==> config.mk <==
export PLATFORM = sky130hd
export DESIGN_NAME = prio_intc
export DESIGN_NICKNAME = d
export VERILOG_FILES = /design/src/rtl/prio_intc_pkg.sv /design/src/rtl/prio_intc_line.sv /design/src/rtl/prio_intc_arb.sv /design/src/rtl/prio_intc_regs.sv /design/src/rtl/prio_intc.sv
export SDC_FILE = /design/constraint.sdc
export NUM_CORES = 1
export LEC_CHECK = 0
export BUFFER_PORTS_ARGS = -buffer_cell sky130_fd_sc_hd__buf_2
export CORE_ASPECT_RATIO = 0.9
export CORE_MARGIN = 2
export CORE_UTILIZATION = 40
export DETAILED_ROUTE_END_ITERATION = 6
export MAX_ROUTING_LAYER = met4
export PLACE_DENSITY_LB_ADDON = 0.08
export SYNTH_ARGS = -nofsm -noshare
export SYNTH_HDL_FRONTEND = slang
export SYNTH_HIERARCHICAL = 1
export SYNTH_SLANG_ARGS = --single-unit
==> constraint.sdc <==
create_clock -name clk -period 8.2 [get_ports clk]
set_clock_uncertainty 0.1 [all_clocks]
set_input_delay 0.82 -clock clk [delete_from_list [all_inputs] [get_ports clk]]
set_output_delay 0.82 -clock clk [all_outputs]
set_load 0.03 [all_outputs]
==> src/rtl/prio_intc_pkg.sv <==
package prio_intc_pkg;

    localparam int NUM_LINES = 32;
    localparam int IDX_W     = $clog2(NUM_LINES);
    localparam int VEC_W     = 8;
    localparam int ADDR_W    = 12;
    localparam int DATA_W    = 32;
    localparam int TSEL_W    = 4;

    localparam logic [ADDR_W-1:0] OFS_THRESH = 12'h080;
    localparam logic [ADDR_W-1:0] OFS_EOI    = 12'h0B0;
    localparam logic [ADDR_W-1:0] OFS_CTRL   = 12'h0F0;
    localparam logic [ADDR_W-1:0] OFS_INSVC  = 12'h110;
    localparam logic [ADDR_W-1:0] OFS_TIMER  = 12'h320;

    localparam int CTRL_EN_BIT   = 8;
    localparam int TMR_MASK_BIT  = 16;

    typedef struct packed {
        logic             valid;
        logic [IDX_W-1:0] idx;
    } pick_t;

    typedef struct packed {
        logic              enable;
        logic [VEC_W-1:0]  thresh;
        logic [TSEL_W-1:0] tmr_line;
        logic              tmr_mask;
    } cfg_t;

    function automatic pick_t top_bit(input logic [NUM_LINES-1:0] v);
        pick_t r;
        r = '0;
        for (int i = 0; i < NUM_LINES; i++) begin
            if (v[i]) begin
                r.valid = 1'b1;
                r.idx   = IDX_W'(i);
            end
        end
        return r;
    endfunction

    function automatic logic [NUM_LINES-1:0] one_hot(input pick_t p);
        logic [NUM_LINES-1:0] r;
        r = '0;
        if (p.valid) r[p.idx] = 1'b1;
        return r;
    endfunction

endpackage

==> src/rtl/prio_intc_line.sv <==
module prio_intc_line (
    input  logic clk,
    input  logic rst,
    input  logic irq,
    input  logic mask,
    input  logic level,
    input  logic inject,
    input  logic take,
    output logic pend
);
    logic prev_q;
    logic rise;

    assign rise = irq & ~prev_q;

    always_ff @(posedge clk) begin
        if (rst) begin
            prev_q <= 1'b0;
            pend   <= 1'b0;
        end else begin
            prev_q <= irq;
            if (take) begin
                pend <= 1'b0;
            end else if (level) begin
                pend <= (irq & ~mask) | inject;
            end else if ((rise & ~mask) | inject) begin
                pend <= 1'b1;
            end
        end
    end
endmodule

==> src/rtl/prio_intc_arb.sv <==
module prio_intc_arb
    import prio_intc_pkg::*;
#(
    parameter int VEC_BASE = 32
) (
    input  logic [NUM_LINES-1:0] pend,
    input  logic [NUM_LINES-1:0] mask,
    input  logic [NUM_LINES-1:0] insvc,
    input  cfg_t                 cfg,
    output logic                 req,
    output logic [VEC_W-1:0]     vec,
    output pick_t                win
);
    pick_t            cand;
    pick_t            busy;
    logic [VEC_W-1:0] cand_vec;
    logic             above_busy;
    logic             class_ok;

    always_comb begin
        cand       = top_bit(pend & ~mask);
        busy       = top_bit(insvc);
        cand_vec   = VEC_W'(VEC_BASE) + VEC_W'(cand.idx);
        above_busy = !busy.valid || (cand.idx > busy.idx);
        class_ok   = cand_vec[VEC_W-1:4] > cfg.thresh[VEC_W-1:4];
        req        = cfg.enable & cand.valid & above_busy & class_ok;
        vec        = req ? cand_vec : '0;
        win        = cand;
    end
endmodule

==> src/rtl/prio_intc_regs.sv <==
module prio_intc_regs
    import prio_intc_pkg::*;
(
    input  logic                 clk,
    input  logic                 rst,
    input  logic [ADDR_W-1:0]    bus_addr,
    input  logic                 bus_we,
    input  logic [DATA_W-1:0]    bus_wdata,
    output logic [DATA_W-1:0]    bus_rdata,
    input  logic                 take,
    input  pick_t                take_pick,
    output cfg_t                 cfg,
    output logic [NUM_LINES-1:0] insvc,
    output logic                 eoi_hit
);
    logic [NUM_LINES-1:0] retire_mask;
    logic [NUM_LINES-1:0] admit_mask;
    logic                 unused_wdata;

    assign unused_wdata = ^{bus_wdata[DATA_W-1:TMR_MASK_BIT+1],
                            bus_wdata[TMR_MASK_BIT-1:CTRL_EN_BIT+1]};

    assign eoi_hit     = bus_we && (bus_addr == OFS_EOI);
    assign retire_mask = eoi_hit ? one_hot(top_bit(insvc)) : '0;
    assign admit_mask  = take ? one_hot(take_pick) : '0;

    always_ff @(posedge clk) begin
        if (rst) begin
            cfg.enable   <= 1'b0;
            cfg.thresh   <= '0;
            cfg.tmr_line <= '0;
            cfg.tmr_mask <= 1'b1;
            insvc        <= '0;
        end else begin
            insvc <= (insvc & ~retire_mask) | admit_mask;
            if (bus_we) begin
                case (bus_addr)
                    OFS_CTRL:   cfg.enable <= bus_wdata[CTRL_EN_BIT];
                    OFS_THRESH: cfg.thresh <= bus_wdata[VEC_W-1:0];
                    OFS_TIMER: begin
                        cfg.tmr_line <= bus_wdata[TSEL_W-1:0];
                        cfg.tmr_mask <= bus_wdata[TMR_MASK_BIT];
                    end
                    default: ;
                endcase
            end
        end
    end

    always_comb begin
        bus_rdata = '0;
        case (bus_addr)
            OFS_CTRL:   bus_rdata[CTRL_EN_BIT] = cfg.enable;
            OFS_THRESH: bus_rdata[VEC_W-1:0]   = cfg.thresh;
            OFS_INSVC:  bus_rdata[NUM_LINES-1:0] = insvc;
            OFS_TIMER: begin
                bus_rdata[TSEL_W-1:0]   = cfg.tmr_line;
                bus_rdata[TMR_MASK_BIT] = cfg.tmr_mask;
            end
            default: ;
        endcase
    end
endmodule

==> src/rtl/prio_intc.sv <==
module prio_intc
    import prio_intc_pkg::*;
#(
    parameter int VEC_BASE = 32
) (
    input  logic                 clk,
    input  logic                 rst,
    input  logic [NUM_LINES-1:0] irq_in,
    input  logic [NUM_LINES-1:0] line_mask,
    input  logic [NUM_LINES-1:0] line_level,
    input  logic                 timer_evt,
    input  logic [ADDR_W-1:0]    bus_addr,
    input  logic                 bus_we,
    input  logic [DATA_W-1:0]    bus_wdata,
    output logic [DATA_W-1:0]    bus_rdata,
    output logic                 int_req,
    output logic [VEC_W-1:0]     int_vec,
    input  logic                 int_ack
);
    cfg_t                 cfg_q;
    logic [NUM_LINES-1:0] insvc_q;
    logic [NUM_LINES-1:0] pend_q;
    logic                 eoi_hit;
    logic                 take;
    pick_t                win;

    assign take = int_req & int_ack;

    for (genvar i = 0; i < NUM_LINES; i++) begin : g_line
        logic inj;
        logic clr;
        assign inj = timer_evt & ~cfg_q.tmr_mask &
                     (IDX_W'(cfg_q.tmr_line) == IDX_W'(i));
        assign clr = take && (win.idx == IDX_W'(i));
        prio_intc_line u_line (
            .clk    (clk),
            .rst    (rst),
            .irq    (irq_in[i]),
            .mask   (line_mask[i]),
            .level  (line_level[i]),
            .inject (inj),
            .take   (clr),
            .pend   (pend_q[i])
        );
    end

    prio_intc_arb #(.VEC_BASE(VEC_BASE)) u_arb (
        .pend  (pend_q),
        .mask  (line_mask),
        .insvc (insvc_q),
        .cfg   (cfg_q),
        .req   (int_req),
        .vec   (int_vec),
        .win   (win)
    );

    prio_intc_regs u_regs (
        .clk       (clk),
        .rst       (rst),
        .bus_addr  (bus_addr),
        .bus_we    (bus_we),
        .bus_wdata (bus_wdata),
        .bus_rdata (bus_rdata),
        .take      (take),
        .take_pick (win),
        .cfg       (cfg_q),
        .insvc     (insvc_q),
        .eoi_hit   (eoi_hit)
    );
endmodule

# Word-level counts from Yosys, hierarchy flattened
# Index checks and enable logic that the tools add are counted.
word_totals:
  ramBits: 0
  mem_count: 0
  inputBits: 145
  latch_bits: 0
  reg_bits: 110
  wordCells: 595
  out_inout_bits: 41
  romBits: 0
classes:
  shifts: 0
  addsub: 1
  n_lt_le_gt_ge: 6
  bitwise_logic: 219
  n_div: 0
  multipliers: 0
  n_mux: 143
  n_eq_ne: 51
  n_reduce_logical: 106
op_table:
  columns: ["operator", "count"]
  rows:
  - ["$mux 6", 64]
  - ["$mux 32", 4]
  - ["$and 1x1->1", 117]
  - ["$eq 5x5->1 const B", 16]
  - ["$mux 1", 66]
  - ["$not 1->1", 65]
  - ["$and 32x32->32", 2]
  - ["$not 32->32", 2]
  - ["$reduce_bool 2->1", 32]
  - ["$reduce_or 2->1", 32]
  - ["$eq 5x4->1 const B", 8]
  - ["$eq 12x8->1 const B", 3]
  - ["$logic_and 1x1->1", 35]
  - ["$eq 4x4->1 const B", 8]
  - ["$or 1x1->1", 32]
  - ["$or 32x32->32", 1]
  - ["$eq 5x3->1 const B", 4]
  - ["$eq 4x3->1 const B", 4]
  - ["$mux 15", 1]
  - ["$eq 12x10->1 const B", 1]
  - ["$eq 12x9->1 const B", 1]
  - ["$lt 5x6->1 const B", 2]
  - ["$pmux 4 s3", 1]
  - ["$demux 1 s5", 2]
  - ["other kinds (17)", 23]

# Logic depth before layout (Yosys ltp)
logic_depth:
  word_depth: 41
  depth_mapped: 19

# Hierarchy
# The synthesis kept the hierarchy.
by_module_without_submodules:
  columns: ["module", "n_inst", "seq_area_each_um2", "area_each_um2", "cells_per_inst"]
  rows:
  - ["prio_intc_regs", 1, 920.9, 2819.0, 378]
  - ["prio_intc_line", 32, 40.0, 77.6, 8]
  - ["prio_intc_arb", 1, 0.0, 1187.4, 189]
  - ["prio_intc", 1, 0.0, 462.9, 78]

# Worst setup path after synthesis
# No wires, ideal clock.
synth_timing:
  path_kind: "input-to-reg"
  start: "in line_mask[2]"
  end: "reg u_regs.insvc[9]"
  n_path_buf: 1
  stages: 19
  arrival_time_ns: 4.316
  required_time_ns: 8.009
  slack_ns: 3.693
  setup_ns: 0.091
  path_cell_list: "nor2b_1 > or2_2 > a211oi_1 > o21ai_0 > nand3b_1 > nand2_1 > ha_1 > and4_1 > a21oi_1 > o31a_1 > o2111ai_1 > nand2b_4 > inv_2 > and2_1 > nand2_1 > nor3b_1 > clkbuf_1 > a21oi_1 > a311oi_1"
synth_rtl:
  columns: ["item", "line_no", "rtl"]
  rows:
  - ["start, declared", "prio_intc.sv:9", "input logic [NUM_LINES-1:0] line_mask,"]
  - ["end signal, assigned", "prio_intc_regs.sv:35", "insvc <= (insvc & ~retire_mask) | admit_mask;"]
  - ["end, declared", "prio_intc_regs.sv:13", "output logic [NUM_LINES-1:0] insvc,"]

==> metrics.cfg <==
[routing]
ant_nets = 0
dr.pass1.iters = 6
drt_wl_total_mm = 21.6
num_vias = 7201
vias_per_cell = 5.51
drt-initial-drc-count = 612
wire_per_inst_um = 16.5
drc = 0

[timing]
worst_pin_slew_ns = 1.18
period_share = 0.651
fin_hold_ws_ns = 0.361
fmax_mhz = 187
slew_headroom = 0.207
setup_ws_ns = 2.87
hold_violations = 0
finalMaxSlewViolations = 0
rsz0062_at_grt = no
finalSetupViolations = 0
period_needed_ns = 5.33
tns_ns = 0

[die]
io_pins = 186
core_um2 = 16900
rows = 45
fp.dieH_um = 129
die_x_um = 143
initial_core_util = 0.410
dieArea_um2 = 18400

[worst_setup_path]
endpoint_kind = flop
arrival_ns = 5.49
path_max_fanout = 22
r2r_setup_slack_ns = 3.05
cp.required_ns = 8.36
r2r_start = g_line[2].u_line/pend$_SDFFE_PP0P_
ff2ff_path_depth = 18
worstReg2RegEnd = u_regs/insvc[2]$_SDFF_PP0_
setup.worst_path.class = in2reg
start_kind = input port

[final_layout]
finalNetCount = 1217
syn_to_final_growth_pct = 20.1
final-seq-area_um2 = 2200
utilization = 0.492
layout_common_cells = 160 x buf_2, 130 x nor2_1, 110 x dfxtp_1
final_cells = 1306
multi_input_area_um2 = 4390
antenna_cells = 0
drive_gt1_frac = 0.232
final_common_cell = buf_2
nFillCells = 1738

[outcome]
status = completed

[clock_tree]
cts_sinks = 110
clock_latency_ns = 0.36
ctsHoldBuffers = 0
numCtsBuffers = 9
cts_tree = yes
cts_setup_buffers = 0
cts_max_level = 3
clk_pin_slew_ns = 0.07
ctsResizeCount = 0
clockRootBuffer = clkbuf_16
cts.path.max_buffers = 2

[synthesis]
syn_area_per_cell_um2 = 7.72
mappedNetlistArea_um2 = 6950
yosys_warnings = 6
syn_inst = 900

[hold_path]
hold_depth = 2
min_to = u_regs/cfg[6]$_SDFFE_PP0P_
hp-start = u_regs/cfg[6]$_SDFFE_PP0P_
min_path_type = reg2reg

[grt]
grt_max_degree = 85
grt_pass1_wl_mm = 33.3
antenna_found_initial = 0
grt_pass1_vias = 6150
grt_overflow = 0
track_usage = 0.237

[placement]
gp_congestion = 0.963
dp_cells = 1290
portBuffers = 161
place_ws_ns = 2.53
hpwl_mm = 16.1

[flow_run]
cap_violations = 0

[pwr]
power_density_nw_per_um2 = 145
p_leak_nw = 3.52
max-vdd-ir-drop_v = 0.000107

==> stage by stage <==
stage	power, mW	instance area [um2]
after floorplan	0.691	7010
after CTS	1.22	8340
final	1.21	8340
after global routing	1.26	8340
after detailed placement	0.759	8040
after global placement	0.757	8040
==> registers in the layout (all words and copies together) (netlist names) <==
register / count
g_line.u_line/pend: 32
g_line.u_line/prev_q: 32
u_regs/insvc: 32
u_regs/cfg: 14
==> critical path: stages <==
cell and delay (ns):
buf_2 0.11, nor2b_1 0.07, or2_2 0.29, a211oi_1 0.27, o21ai_0 0.17, nand3b_1 0.15, nand2_1 0.44, ha_1 0.49
and4_1 0.19, a21oi_1 0.15, o31a_1 0.18, o2111ai_1 0.15, nand2b_4 0.23, inv_2 0.11, and2_1 0.16, nand3_1 0.13
nor2_1 0.91, a21oi_1 0.18, a311oi_2 0.27
==> power by group <==
group          total, mW  internal, mW  switching [mW]
combinational      0.189        0.0743           0.115
clock              0.458         0.243           0.215
sequential         0.559         0.552         0.00701
total               1.21         0.870           0.337
==> routing by layer <==
metal,vias to the layer above,track usage,share of wire
li1,3578,-,-
met1,3304,0.369,0.52
met2,295,0.321,0.39
met3,24,0.0362,0.079
met4,0,0.0460,0.011
met5,-,-,0
==> layout make-up <==
class	instances	share of cell area
clock buffer	10	0.0274
clock inverter	6	0.00915
inverter	82	0.0369
multi-input combinational	697	0.526
sequential	110	0.264
tap	235	0.0352
timing repair buffer	166	0.101
==> worst max-delay path by stage <==
| stage | startpoint | endpoint | cells after the start |
|---|---|---|---|
| CTS | line_mask[2] | u_regs/insvc[6]$_SDFF_PP0_ | 19 |
| detailed placement | line_mask[2] | u_regs/insvc[6]$_SDFF_PP0_ | 19 |
| finish | line_mask[2] | u_regs/insvc[2]$_SDFF_PP0_ | 19 |
| global route | line_mask[2] | u_regs/insvc[10]$_SDFF_PP0_ | 19 |
| floorplan | line_mask[2] | u_regs/insvc[9]$_SDFF_PP0_ | 19 |
| global placement | line_mask[11] | u_regs/insvc[10]$_SDFF_PP0_ | 19 |
Power figures use the tool's default switching activity.
